`config.mk`:
```
export PLATFORM = sky130hd
export DESIGN_NAME = bitop_addr_dec
export DESIGN_NICKNAME = d
export VERILOG_FILES = /design/src/rtl/bitdec_pkg.sv /design/src/rtl/bitdec_seq.sv /design/src/rtl/bitdec_addr.sv /design/src/rtl/bitop_addr_dec.sv
export SDC_FILE = /design/constraint.sdc
export NUM_CORES = 1
export LEC_CHECK = 0
export BUFFER_PORTS_ARGS = -buffer_cell sky130_fd_sc_hd__buf_2
export CAP_MARGIN = 0
export CELL_PAD_IN_SITES_DETAIL_PLACEMENT = 0
export CELL_PAD_IN_SITES_GLOBAL_PLACEMENT = 1
export CORE_MARGIN = 2
export CORE_UTILIZATION = 44
export CTS_BUF_LIST = sky130_fd_sc_hd__clkbuf_16
export CTS_CLUSTER_DIAMETER = 60
export DETAILED_ROUTE_END_ITERATION = 16
export GPL_TIMING_DRIVEN = 0
export PLACE_DENSITY = 0.92
export SLEW_MARGIN = 20
export SYNTH_ARGS = -nofsm -noshare
export SYNTH_HDL_FRONTEND = slang
export SYNTH_HIERARCHICAL = 1
export SYNTH_SLANG_ARGS = --single-unit
```
`constraint.sdc`:
```
create_clock -name clk -period 7.6 [get_ports clk]
set_clock_uncertainty 0.2 [all_clocks]
set_input_delay 1.52 -clock clk [delete_from_list [all_inputs] [get_ports clk]]
set_output_delay 1.52 -clock clk [all_outputs]
set_load 0.005 [all_outputs]
```
`src/rtl/bitdec_pkg.sv`:
```
package bitdec_pkg;

  localparam int unsigned BYTE_W   = 8;
  localparam int unsigned BITPOS_W = 3;
  localparam logic [7:0]  OPC_GEN  = 8'h7E;
  localparam logic [3:0]  MODE_HI  = 4'b1000;
  localparam logic [4:0]  SHORT_HI = 5'b01000;

  typedef enum logic [2:0] {
    ST_IDLE,
    ST_MODE,
    ST_EXT0,
    ST_EXT1,
    ST_RESULT,
    ST_FAULT
  } dec_state_t;

  // number of extension bytes a general-form mode consumes
  function automatic logic [1:0] ext_bytes(input logic [3:0] m);
    logic [1:0] n;
    case (m)
      4'b0110, 4'b0111:                   n = 2'd0;
      4'b1100, 4'b1101, 4'b1110, 4'b1111: n = 2'd2;
      default:                            n = 2'd1;
    endcase
    return n;
  endfunction

endpackage

```
`src/rtl/bitdec_seq.sv`:
```
module bitdec_seq
  import bitdec_pkg::*;
(
  input  logic                 clk,
  input  logic                 rst_n,
  input  logic                 in_valid,
  input  logic [BYTE_W-1:0]    in_byte,
  output logic                 in_ready,
  output dec_state_t           state,
  output logic                 is_short,
  output logic [3:0]           mode,
  output logic [BITPOS_W-1:0]  short_bit,
  output logic [BYTE_W-1:0]    ext_lo,
  output logic [BYTE_W-1:0]    ext_hi
);

  dec_state_t              state_n;
  logic                    short_n;
  logic [3:0]              mode_n;
  logic [BITPOS_W-1:0]     sbit_n;
  logic [BYTE_W-1:0]       lo_n, hi_n;
  logic [1:0]              need_q, need_n;
  logic                    accept;

  assign in_ready = (state == ST_IDLE) || (state == ST_MODE) ||
                    (state == ST_EXT0) || (state == ST_EXT1);
  assign accept   = in_valid && in_ready;

  always_comb begin
    state_n = state;
    short_n = is_short;
    mode_n  = mode;
    sbit_n  = short_bit;
    lo_n    = ext_lo;
    hi_n    = ext_hi;
    need_n  = need_q;
    case (state)
      ST_IDLE: if (accept) begin
        if (in_byte == OPC_GEN) begin
          state_n = ST_MODE;
        end else if (in_byte[7:3] == SHORT_HI) begin
          short_n = 1'b1;
          sbit_n  = in_byte[BITPOS_W-1:0];
          need_n  = 2'd1;
          state_n = ST_EXT0;
        end else begin
          state_n = ST_FAULT;
        end
      end
      ST_MODE: if (accept) begin
        if (in_byte[7:4] == MODE_HI) begin
          short_n = 1'b0;
          mode_n  = in_byte[3:0];
          need_n  = ext_bytes(in_byte[3:0]);
          state_n = (ext_bytes(in_byte[3:0]) == 2'd0) ? ST_RESULT : ST_EXT0;
        end else begin
          state_n = ST_FAULT;
        end
      end
      ST_EXT0: if (accept) begin
        lo_n    = in_byte;
        state_n = (need_q == 2'd2) ? ST_EXT1 : ST_RESULT;
      end
      ST_EXT1: if (accept) begin
        hi_n    = in_byte;
        state_n = ST_RESULT;
      end
      default: state_n = ST_IDLE;
    endcase
  end

  always_ff @(posedge clk or negedge rst_n) begin
    if (!rst_n) begin
      state     <= ST_IDLE;
      is_short  <= 1'b0;
      mode      <= '0;
      short_bit <= '0;
      ext_lo    <= '0;
      ext_hi    <= '0;
      need_q    <= '0;
    end else begin
      state     <= state_n;
      is_short  <= short_n;
      mode      <= mode_n;
      short_bit <= sbit_n;
      ext_lo    <= lo_n;
      ext_hi    <= hi_n;
      need_q    <= need_n;
    end
  end

endmodule

```
`src/rtl/bitdec_addr.sv`:
```
module bitdec_addr
  import bitdec_pkg::*;
#(
  parameter int unsigned DATA_W = 16,
  localparam int unsigned ADDR_W = DATA_W - BITPOS_W,
  localparam int unsigned IDX_W  = $clog2(DATA_W)
) (
  input  logic                 is_short,
  input  logic [3:0]           mode,
  input  logic [BITPOS_W-1:0]  short_bit,
  input  logic [BYTE_W-1:0]    ext_lo,
  input  logic [BYTE_W-1:0]    ext_hi,
  input  logic [DATA_W-1:0]    reg_a0,
  input  logic [DATA_W-1:0]    reg_a1,
  input  logic [DATA_W-1:0]    reg_sb,
  input  logic [DATA_W-1:0]    reg_fb,
  output logic                 is_reg,
  output logic [2:0]           reg_sel,
  output logic [IDX_W-1:0]     bit_idx,
  output logic [ADDR_W-1:0]    byte_addr,
  output logic [BITPOS_W-1:0]  bit_num,
  output logic [2:0]           len
);

  logic [DATA_W-1:0] ext_w, ext_z, ext_s, an, sb_bits, fb_bits, bit_addr;

  assign ext_z   = DATA_W'(ext_lo);
  assign ext_s   = {{(DATA_W-BYTE_W){ext_lo[BYTE_W-1]}}, ext_lo};
  assign ext_w   = DATA_W'({ext_hi, ext_lo});
  assign an      = mode[0] ? reg_a1 : reg_a0;
  assign sb_bits = reg_sb << BITPOS_W;
  assign fb_bits = reg_fb << BITPOS_W;

  always_comb begin
    bit_addr = '0;
    if (is_short) begin
      bit_addr = sb_bits + DATA_W'({ext_lo, short_bit});
    end else begin
      case (mode)
        4'b0110, 4'b0111: bit_addr = an;
        4'b1000, 4'b1001: bit_addr = (ext_z << BITPOS_W) + an;
        4'b1100, 4'b1101: bit_addr = (ext_w << BITPOS_W) + an;
        4'b1010:          bit_addr = sb_bits + ext_z;
        4'b1011:          bit_addr = fb_bits + ext_s;
        4'b1110:          bit_addr = sb_bits + ext_w;
        4'b1111:          bit_addr = ext_w;
        default:          bit_addr = '0;
      endcase
    end
  end

  assign is_reg    = !is_short && (mode < 4'd6);
  assign reg_sel   = mode[2:0];
  assign bit_idx   = ext_lo[IDX_W-1:0];
  assign byte_addr = bit_addr[DATA_W-1:BITPOS_W];
  assign bit_num   = bit_addr[BITPOS_W-1:0];
  assign len       = is_short ? 3'd2 : (3'd2 + {1'b0, ext_bytes(mode)});

endmodule

```
`src/rtl/bitop_addr_dec.sv`:
```
module bitop_addr_dec
  import bitdec_pkg::*;
#(
  parameter int unsigned DATA_W = 16,
  localparam int unsigned ADDR_W = DATA_W - BITPOS_W,
  localparam int unsigned IDX_W  = $clog2(DATA_W)
) (
  input  logic                 clk,
  input  logic                 rst_n,
  input  logic                 in_valid,
  input  logic [7:0]           in_byte,
  output logic                 in_ready,
  input  logic [DATA_W-1:0]    reg_a0,
  input  logic [DATA_W-1:0]    reg_a1,
  input  logic [DATA_W-1:0]    reg_sb,
  input  logic [DATA_W-1:0]    reg_fb,
  output logic                 res_valid,
  output logic                 res_is_reg,
  output logic [2:0]           res_reg_sel,
  output logic [IDX_W-1:0]     res_bit_idx,
  output logic [ADDR_W-1:0]    res_byte_addr,
  output logic [BITPOS_W-1:0]  res_bit_num,
  output logic [2:0]           res_len,
  output logic                 err
);

  dec_state_t            state;
  logic                  is_short;
  logic [3:0]            mode;
  logic [BITPOS_W-1:0]   short_bit;
  logic [7:0]            ext_lo, ext_hi;

  bitdec_seq u_seq (
    .clk       (clk),
    .rst_n     (rst_n),
    .in_valid  (in_valid),
    .in_byte   (in_byte),
    .in_ready  (in_ready),
    .state     (state),
    .is_short  (is_short),
    .mode      (mode),
    .short_bit (short_bit),
    .ext_lo    (ext_lo),
    .ext_hi    (ext_hi)
  );

  bitdec_addr #(.DATA_W(DATA_W)) u_addr (
    .is_short  (is_short),
    .mode      (mode),
    .short_bit (short_bit),
    .ext_lo    (ext_lo),
    .ext_hi    (ext_hi),
    .reg_a0    (reg_a0),
    .reg_a1    (reg_a1),
    .reg_sb    (reg_sb),
    .reg_fb    (reg_fb),
    .is_reg    (res_is_reg),
    .reg_sel   (res_reg_sel),
    .bit_idx   (res_bit_idx),
    .byte_addr (res_byte_addr),
    .bit_num   (res_bit_num),
    .len       (res_len)
  );

  assign res_valid = (state == ST_RESULT);
  assign err       = (state == ST_FAULT);

endmodule

```
==> run metrics, run 1 <==
Post-route DRC=0; CP Max Fanout=2; final setup fails=0; max cap viols=0; status=finished, final reports clean; final-report max-slew violation count=0; number of warnings printed during yosys synthesis=6; DP Worst Slack=1690 ps; via count=4569; core outline area=0.00973 mm^2; starting density of the core=0.450; crit-path cells=buf_2 > mux2_2 > ha_1 > a211oi_1 > o21bai_1 > a2111oi_2 > o31ai_1 > mux2i_1 > a2111oi_0 > o21ai_0 > buf_2; most prevalent standard cell on the critical path=sky130_fd_sc_hd__buf_2; fraction of layout cells with a size suffix above 1=0.277; type of element launching the critical path=input pin; arrival time at the worst endpoint=4260 ps; number of vias per cell after detailed routing=6.05; Cells after Synth=518; number of port buffers=97; path depth of the worst reg2reg path=5; number of clock sinks=29; number of buffers created by CTS=5; Cell Pwr Density=357 mW/mm^2; unrepaired setup endpoints after global routing=false; detailed-router iteration count before antenna repair=5; GRT Overall Usage=0.263; slack of the critical path=1620 ps; die width=104 um; setup slack of the most critical reg-to-reg path=5600 ps; Crit path max-delay family=compound AO/OA/AOI/OAI gates; max_slew headroom=0.391; Syn Std Cell Area=0.00438 mm^2; per-cell routed wire length=18.8 um; maximum ir drop on the vdd rail=223 uV; global-route wire length before repair=22.7 mm; Worst-Margin Slew=910 ps; first-iteration detailed-routing DRC count=294; Area growth, synth to finish=17.9%; count of flip-flops with a built-in enable after synthesis=0; root buffer cell=sky130_fd_sc_hd__clkbuf_16; vias in the first global route=4492; average cell area after synthesis=8.46 um^2; sum of overflow across all layers after global routing=0; Async S/R FF share, synth=1.00; sequential area share after synthesis=0.166; clock slew at reported path FFs=40 ps; overall die area=0.0108 mm^2; met1 routed wirelength after detailed routing=5.94 mm; leakage power summed over all cells=0.00237 uW; Net Count, Synth=641; I/O pin total=105; prevailing post-synth register cell=sky130_fd_sc_hd__dfrtp_1; wire length after detailed routing=14.2 mm; Critical Path Source=reg_a0[4]; largest stage delay on the critical path=520 ps; crit end category=primary output; CTS H-tree depth=2; TNS Setup=0 ps; number of rows created at floorplan=36; routed length on met2=6.79 mm; CTS tree=built; Setup crit end=res_byte_addr[9]; largest buffer count on any clock path=2; wire length on met3=1.01 mm; R2R Path End=u_seq/need_q[0]; antenna cell count=0; # Post-CTS Setup Buffers=0; critical register-to-register path startpoint=u_seq/state[0]; worst hold path type=flop to flop; HPWL Detailed=11.3 mm; share of the clock period used by the worst path after layout=0.787; unique cell type count in the Yosys netlist=66; Setup Crit Path Kind=input pin to primary output; ANT nets after route=0; Min Clock Period, post-route=5980 ps; CTS Hold Buffers Added=0; number of synthesized register bits=29; path length in cells of the critical path=11; top routing layer used=met4; final-stage net count=745; antenna violations before repair=0; clk_lat worst skew=270 ps; vertical extent of the die=104 um; Achievable Freq=167 MHz; CP Data Required Time=5880 ps; Final Hold Fails=0; Post-CTS Resized=0; Crit-path slowest cell=sky130_fd_sc_hd__a2111oi_2; routability cong.=0.985; Pwr Total=1840 uW; pin count of the biggest net entering global routing=30; worst path buffer plus inverter count=2
per-stage QoR:
stage	area, um^2	utilization	cells	hold slack (ps)
finish	5170	0.531	755	295
global route	5170	0.531	755	320
CTS	5170	0.531	755	297
detailed placement	5030	0.517	748	287
global placement	5030	0.517	748	286
floorplan	4380	-	518	272
Yosys cell counts (all sizes together), types with 7 or more instances:
cell,number,area share
ha,44,0.13
mux2,41,0.11
nor2,40,0.034
a21oi,33,0.038
nand2,31,0.027
dfrtp,29,0.17
o21ai,23,0.026
inv,18,0.015
xor2,18,0.036
xnor2,17,0.034
buf,15,0.021
a21o,14,0.024
o21a,14,0.024
and2,13,0.019
nor2b,12,0.017
nand3,11,0.013
clkbuf,10,0.0086
a221oi,9,0.018
nor3,9,0.013
a211oi,8,0.014
a31oi,7,0.013
power by group:
part | internal, uW | switching, uW
logic | 594 | 738
registers | 222 | 115
clock network | 116 | 57.5
final cells by class:
cell class	count	area, um^2
fill	957	4560
multi-input combinational	446	3460
sequential	29	726
timing repair buffer	97	485
tap	133	166
buffer	25	130
clock buffer	5	125
inverter	18	67.6
clock inverter	2	7.51
cells by family after synthesis:
family,count (synthesis),synth area share
AO/OA/AOI/OAI,167,0.270
AND/OR/NAND/NOR,151,0.191
adder cells (fa/ha/maj),48,0.144
multiplexers,45,0.115
buffers and inverters,43,0.0451
XOR/XNOR,35,0.0700
flip-flops,29,0.166
worst register-to-register path, stage by stage, from the launching register on:
cell and delay [ps]:
sky130_fd_sc_hd__dfrtp_1 390, sky130_fd_sc_hd__buf_2 190, sky130_fd_sc_hd__nor4b_2 300, sky130_fd_sc_hd__a21oi_1 110
sky130_fd_sc_hd__nor4_4 320, sky130_fd_sc_hd__mux2_2 380
cell usage in the layout (no fill, tap or decap), types with 5 or more instances in the layout:
cell type                   instances
sky130_fd_sc_hd__a211oi_1           8
sky130_fd_sc_hd__a21o_1            14
sky130_fd_sc_hd__a21oi_1           33
sky130_fd_sc_hd__a221oi_1           9
sky130_fd_sc_hd__a22oi_1            6
sky130_fd_sc_hd__a31oi_1            6
sky130_fd_sc_hd__and2_1            13
sky130_fd_sc_hd__buf_2            105
sky130_fd_sc_hd__buf_4              7
sky130_fd_sc_hd__clkbuf_1          10
sky130_fd_sc_hd__clkbuf_16          5
sky130_fd_sc_hd__dfrtp_1           29
sky130_fd_sc_hd__ha_1              44
sky130_fd_sc_hd__inv_1             19
sky130_fd_sc_hd__mux2_2            41
sky130_fd_sc_hd__nand2_1           31
sky130_fd_sc_hd__nand2b_1           5
sky130_fd_sc_hd__nand3_1           11
sky130_fd_sc_hd__nor2_1            40
sky130_fd_sc_hd__nor2b_1           12
sky130_fd_sc_hd__nor3_1             8
sky130_fd_sc_hd__o2111ai_1          5
sky130_fd_sc_hd__o211ai_1           6
sky130_fd_sc_hd__o21a_1            14
sky130_fd_sc_hd__o21ai_0           23
sky130_fd_sc_hd__o21bai_1           6
sky130_fd_sc_hd__xnor2_1           17
sky130_fd_sc_hd__xor2_1            18
sequential cells by signal, indices dropped and copies added, names as in the netlist:
register,flops
u_seq/state,3
u_seq/mode,4
u_seq/ext_lo,8
u_seq/need_q,2
u_seq/ext_hi,8
u_seq/is_short,1
u_seq/short_bit,3
how the worst min path moves through the flow:
| stage | startpoint | endpoint | cells after the start |
|---|---|---|---|
| 3_3_place_gp | u_seq/mode[3] | u_seq/mode[3] | 1 |
| 6_report | u_seq/mode[3] | u_seq/mode[3] | 1 |
| 4_1_cts | u_seq/mode[3] | u_seq/mode[3] | 1 |
| 3_5_place_dp | u_seq/mode[3] | u_seq/mode[3] | 1 |
| 2_1_floorplan | u_seq/need_q[1] | u_seq/need_q[1] | 1 |
| 5_1_grt | u_seq/mode[3] | u_seq/mode[3] | 1 |
layer usage:
metal | vias up | track usage
met5 | - | 0
met4 | 0 | 0.102
met3 | 38 | 0.0422
met2 | 192 | 0.451
met1 | 2165 | 0.330
li1 | 2174 | -
Note: power is estimated with default switching activity, not from simulation.
==> run 2, diff against run 1 <==
Settings changed: ABC_AREA set to 1, CORE_UTILIZATION 44 to 34, PLACE_DENSITY 0.92 to 0.82.
Clock period 7.6 ns to 5 ns, I/O delays scaled along.
==> run metrics, run 2 <==
CTS Hold Buffers Added=0 (unchanged); CP Max Fanout=10 (+8); number of clock sinks=29 (unchanged); final-report max-slew violation count=0 (unchanged); most frequent cells in the layout=sky130_fd_sc_hd__nand2_1, sky130_fd_sc_hd__inv_1, sky130_fd_sc_hd__buf_2; via count=5831 (+28%); core outline area=0.0145 mm^2 (+49%); unrepaired setup endpoints after global routing=false; Worst-Margin Slew=687 ps (-223 ps); vias in the first global route=5206 (+16%); library cell occupying the most area in the post-synthesis netlist=sky130_fd_sc_hd__nand2_1; biggest registers after layout=u_seq/ext_hi (8), u_seq/ext_lo (8), u_seq/mode (4); Cell Pwr Density=465 mW/mm^2 (+30%); Area growth, synth to finish=17.2%; leading cell type in the layout, fill and taps excluded=sky130_fd_sc_hd__nand2_1; utilization of the core after routing=0.405 (-0.126); worst hold path type=flop to flop; path depth of the worst reg2reg path=5 (unchanged); # Post-CTS Setup Buffers=0 (unchanged); crit-path cells=buf_2 > buf_2 > nand2_1 > nand2_1 > ha_1 > inv_1 > fa_1 > inv_1 > nand3_1 > nand3_1 > nand2_1 > nand3_1 > nand2_1 > nand3_1 > nand2_1 > o21ai_0 > nand2_1 > buf_2; Min Clock Period, post-route=4490 ps; Achievable Freq=223 MHz; Cells after Synth=893 (+72%); root buffer cell=sky130_fd_sc_hd__clkbuf_16; TNS Setup=0 ps (unchanged); per-cell routed wire length=14.2 um (-24%); setup slack of the most critical reg-to-reg path=3250 ps (-2350 ps); wire length after detailed routing=16.9 mm (+19%); ANT nets after route=0 (unchanged); unique cell type count in the Yosys netlist=41 (-38%); sum of overflow across all layers after global routing=0 (unchanged); Critical Path Source=u_seq/mode[0]; Net Count, Synth=1016 (+59%); die width=125 um (+21%); CTS tree=built; number of vias per cell after detailed routing=4.92 (-19%); first-iteration detailed-routing DRC count=499 (+70%); final setup fails=0 (unchanged); detailed-router iteration count before antenna repair=7 (+2); clk_lat worst skew=270 ps (about the same); most prevalent standard cell on the critical path=sky130_fd_sc_hd__nand2_1; CTS H-tree depth=2 (unchanged); number of warnings printed during yosys synthesis=6 (unchanged); number of buffers created by CTS=5 (unchanged); R2R Path End=u_seq/ext_hi[0]; sequential area share after synthesis=0.145 (-0.0205); area share of the largest cell type after synthesis=0.247 (+0.0813); final-stage net count=1121 (+50%); routability cong.=0.895 (-9.1%); maximum ir drop on the vdd rail=284 uV (+27%); max cap viols=0 (unchanged); DP Worst Slack=683 ps (-1010 ps); overall die area=0.0157 mm^2 (+46%); cell with the most instances after synthesis=sky130_fd_sc_hd__nand2_1; status=finished, final reports clean; antenna violations before repair=0 (unchanged); slack of the critical path=515 ps (-1100 ps); number of rows created at floorplan=44 (+22%); global-route wire length before repair=26.7 mm (+18%); Setup Crit Path Kind=flop to primary output; largest buffer count on any clock path=2 (unchanged); arrival time at the worst endpoint=3290 ps (-970 ps); count of flip-flops with a built-in enable after synthesis=0 (unchanged); pin count of the biggest net entering global routing=30 (unchanged); fill cell total of the finished layout=1657 (+73%); type of element launching the critical path=flop; number of port buffers=98 (+1.0%); prevailing post-synth register cell=sky130_fd_sc_hd__dfrtp_1; critical register-to-register path startpoint=u_seq/state[2]; crit end category=primary output; Final Hold Fails=0 (unchanged); number of synthesized register bits=29 (unchanged); cell types occupying the most area after synthesis=sky130_fd_sc_hd__nand2_1, sky130_fd_sc_hd__dfrtp_1, sky130_fd_sc_hd__ha_1; max_slew headroom=0.542 (+0.151); Syn Std Cell Area=0.00500 mm^2 (+14%); CP Data Required Time=3800 ps (-2080 ps); Crit-path slowest cell=sky130_fd_sc_hd__fa_1; GRT Overall Usage=0.209 (-0.0539); Setup crit end=res_byte_addr[8]; starting density of the core=0.345 (-0.105); share of the clock period used by the worst path after layout=0.897; HPWL Detailed=14.2 mm (+26%); top cells by count, synth=sky130_fd_sc_hd__nand2_1, sky130_fd_sc_hd__inv_1, sky130_fd_sc_hd__nand3_1, sky130_fd_sc_hd__nor2_1, sky130_fd_sc_hd__ha_1; Async S/R FF share, synth=1.00 (unchanged); vertical extent of the die=125 um (+21%); clock slew at reported path FFs=50 ps (about the same); leakage power summed over all cells=0.00337 uW (+42%); Post-CTS Resized=0 (unchanged); I/O pin total=105 (unchanged); Post-route DRC=0 (unchanged); fraction of layout cells with a size suffix above 1=0.157 (-0.119); average cell area after synthesis=5.60 um^2 (-34%); largest stage delay on the critical path=410 ps (-110 ps)
## run 2: changes by cell type after synthesis, sizes merged, moves of 16 or more
cell,previous run,this run
inv,18,135
mux2,41,0
nand2,31,331
nand3,11,95
nand4,3,21
nor2,40,82
o21ai,23,51
xor2,18,2
## run 2: report_power, final
| group | switching (uW) | internal, uW | leakage (uW) |
|---|---|---|---|
| clock | 98.2 | 180 | 0.0000748 |
| sequential | 176 | 325 | 0.000380 |
| combinational | 1210 | 742 | 0.00291 |
## run 2: critical path: cells and delay by family (launching register included)
family	cells	cell delay, ps
AOI/OAI and AO/OA	1	210
and+or+nand+nor	10	860
adders and majority gates	2	630
DFF	1	400
buffers and inverters	5	900
## run 2: how the worst min path moves through the flow
stage,from,end,cells past startpoint
final,u_seq/need_q[0],u_seq/need_q[0],2
after global routing,u_seq/ext_hi[1],u_seq/ext_hi[1],2
after CTS,u_seq/need_q[0],u_seq/need_q[0],2
after detailed placement,u_seq/need_q[0],u_seq/need_q[0],2
after global placement,u_seq/need_q[0],u_seq/need_q[0],2
after floorplan,u_seq/need_q[0],u_seq/need_q[0],2
## run 2: logic make-up after synthesis
family | share of synthesized area
and+or+nand+nor | 0.475
muxes | 0.00400
adders and majority gates | 0.126
DFF | 0.145
xor gates and xnor gates | 0.00876
AOI/OAI and AO/OA | 0.113
buffers and inverters | 0.128
## run 2: routing by layer
layer / routed length (um) / vias up / track usage
met5: 0 / - / 0
met2: 7810 / 146 / 0.356
met3: 675 / 18 / 0.0141
met4: 307 / 0 / 0.0458
met1: 8060 / 2587 / 0.291
li1: - / 3080 / -
## run 2: per-stage QoR
| stage | std cells | instance area (um^2) | hold slack [ps] | total power [uW] |
|---|---|---|---|---|
| after global routing | 1183 | 5860 | 321 | 3030 |
| after floorplan | 893 | 5000 | 242 | 1830 |
| after global placement | 1175 | 5720 | 261 | 2420 |
| final | 1184 | 5860 | 285 | 2730 |
| after CTS | 1183 | 5860 | 282 | 2720 |
| after detailed placement | 1175 | 5720 | 270 | 2430 |
## run 2: final cells by class
cell class | instances | area [um^2] | area share
Multi-Input combinational cell | 708 | 3640 | 0.620
Sequential cell | 29 | 726 | 0.124
Clock buffer | 5 | 125 | 0.0213
Antenna cell | 1 | 2.50 | 0.000427
Timing Repair Buffer | 98 | 490 | 0.0836
Inverter | 136 | 510 | 0.0870
Tap cell | 184 | 230 | 0.0393
Buffer | 20 | 129 | 0.0220
Clock inverter | 3 | 13.8 | 0.00235
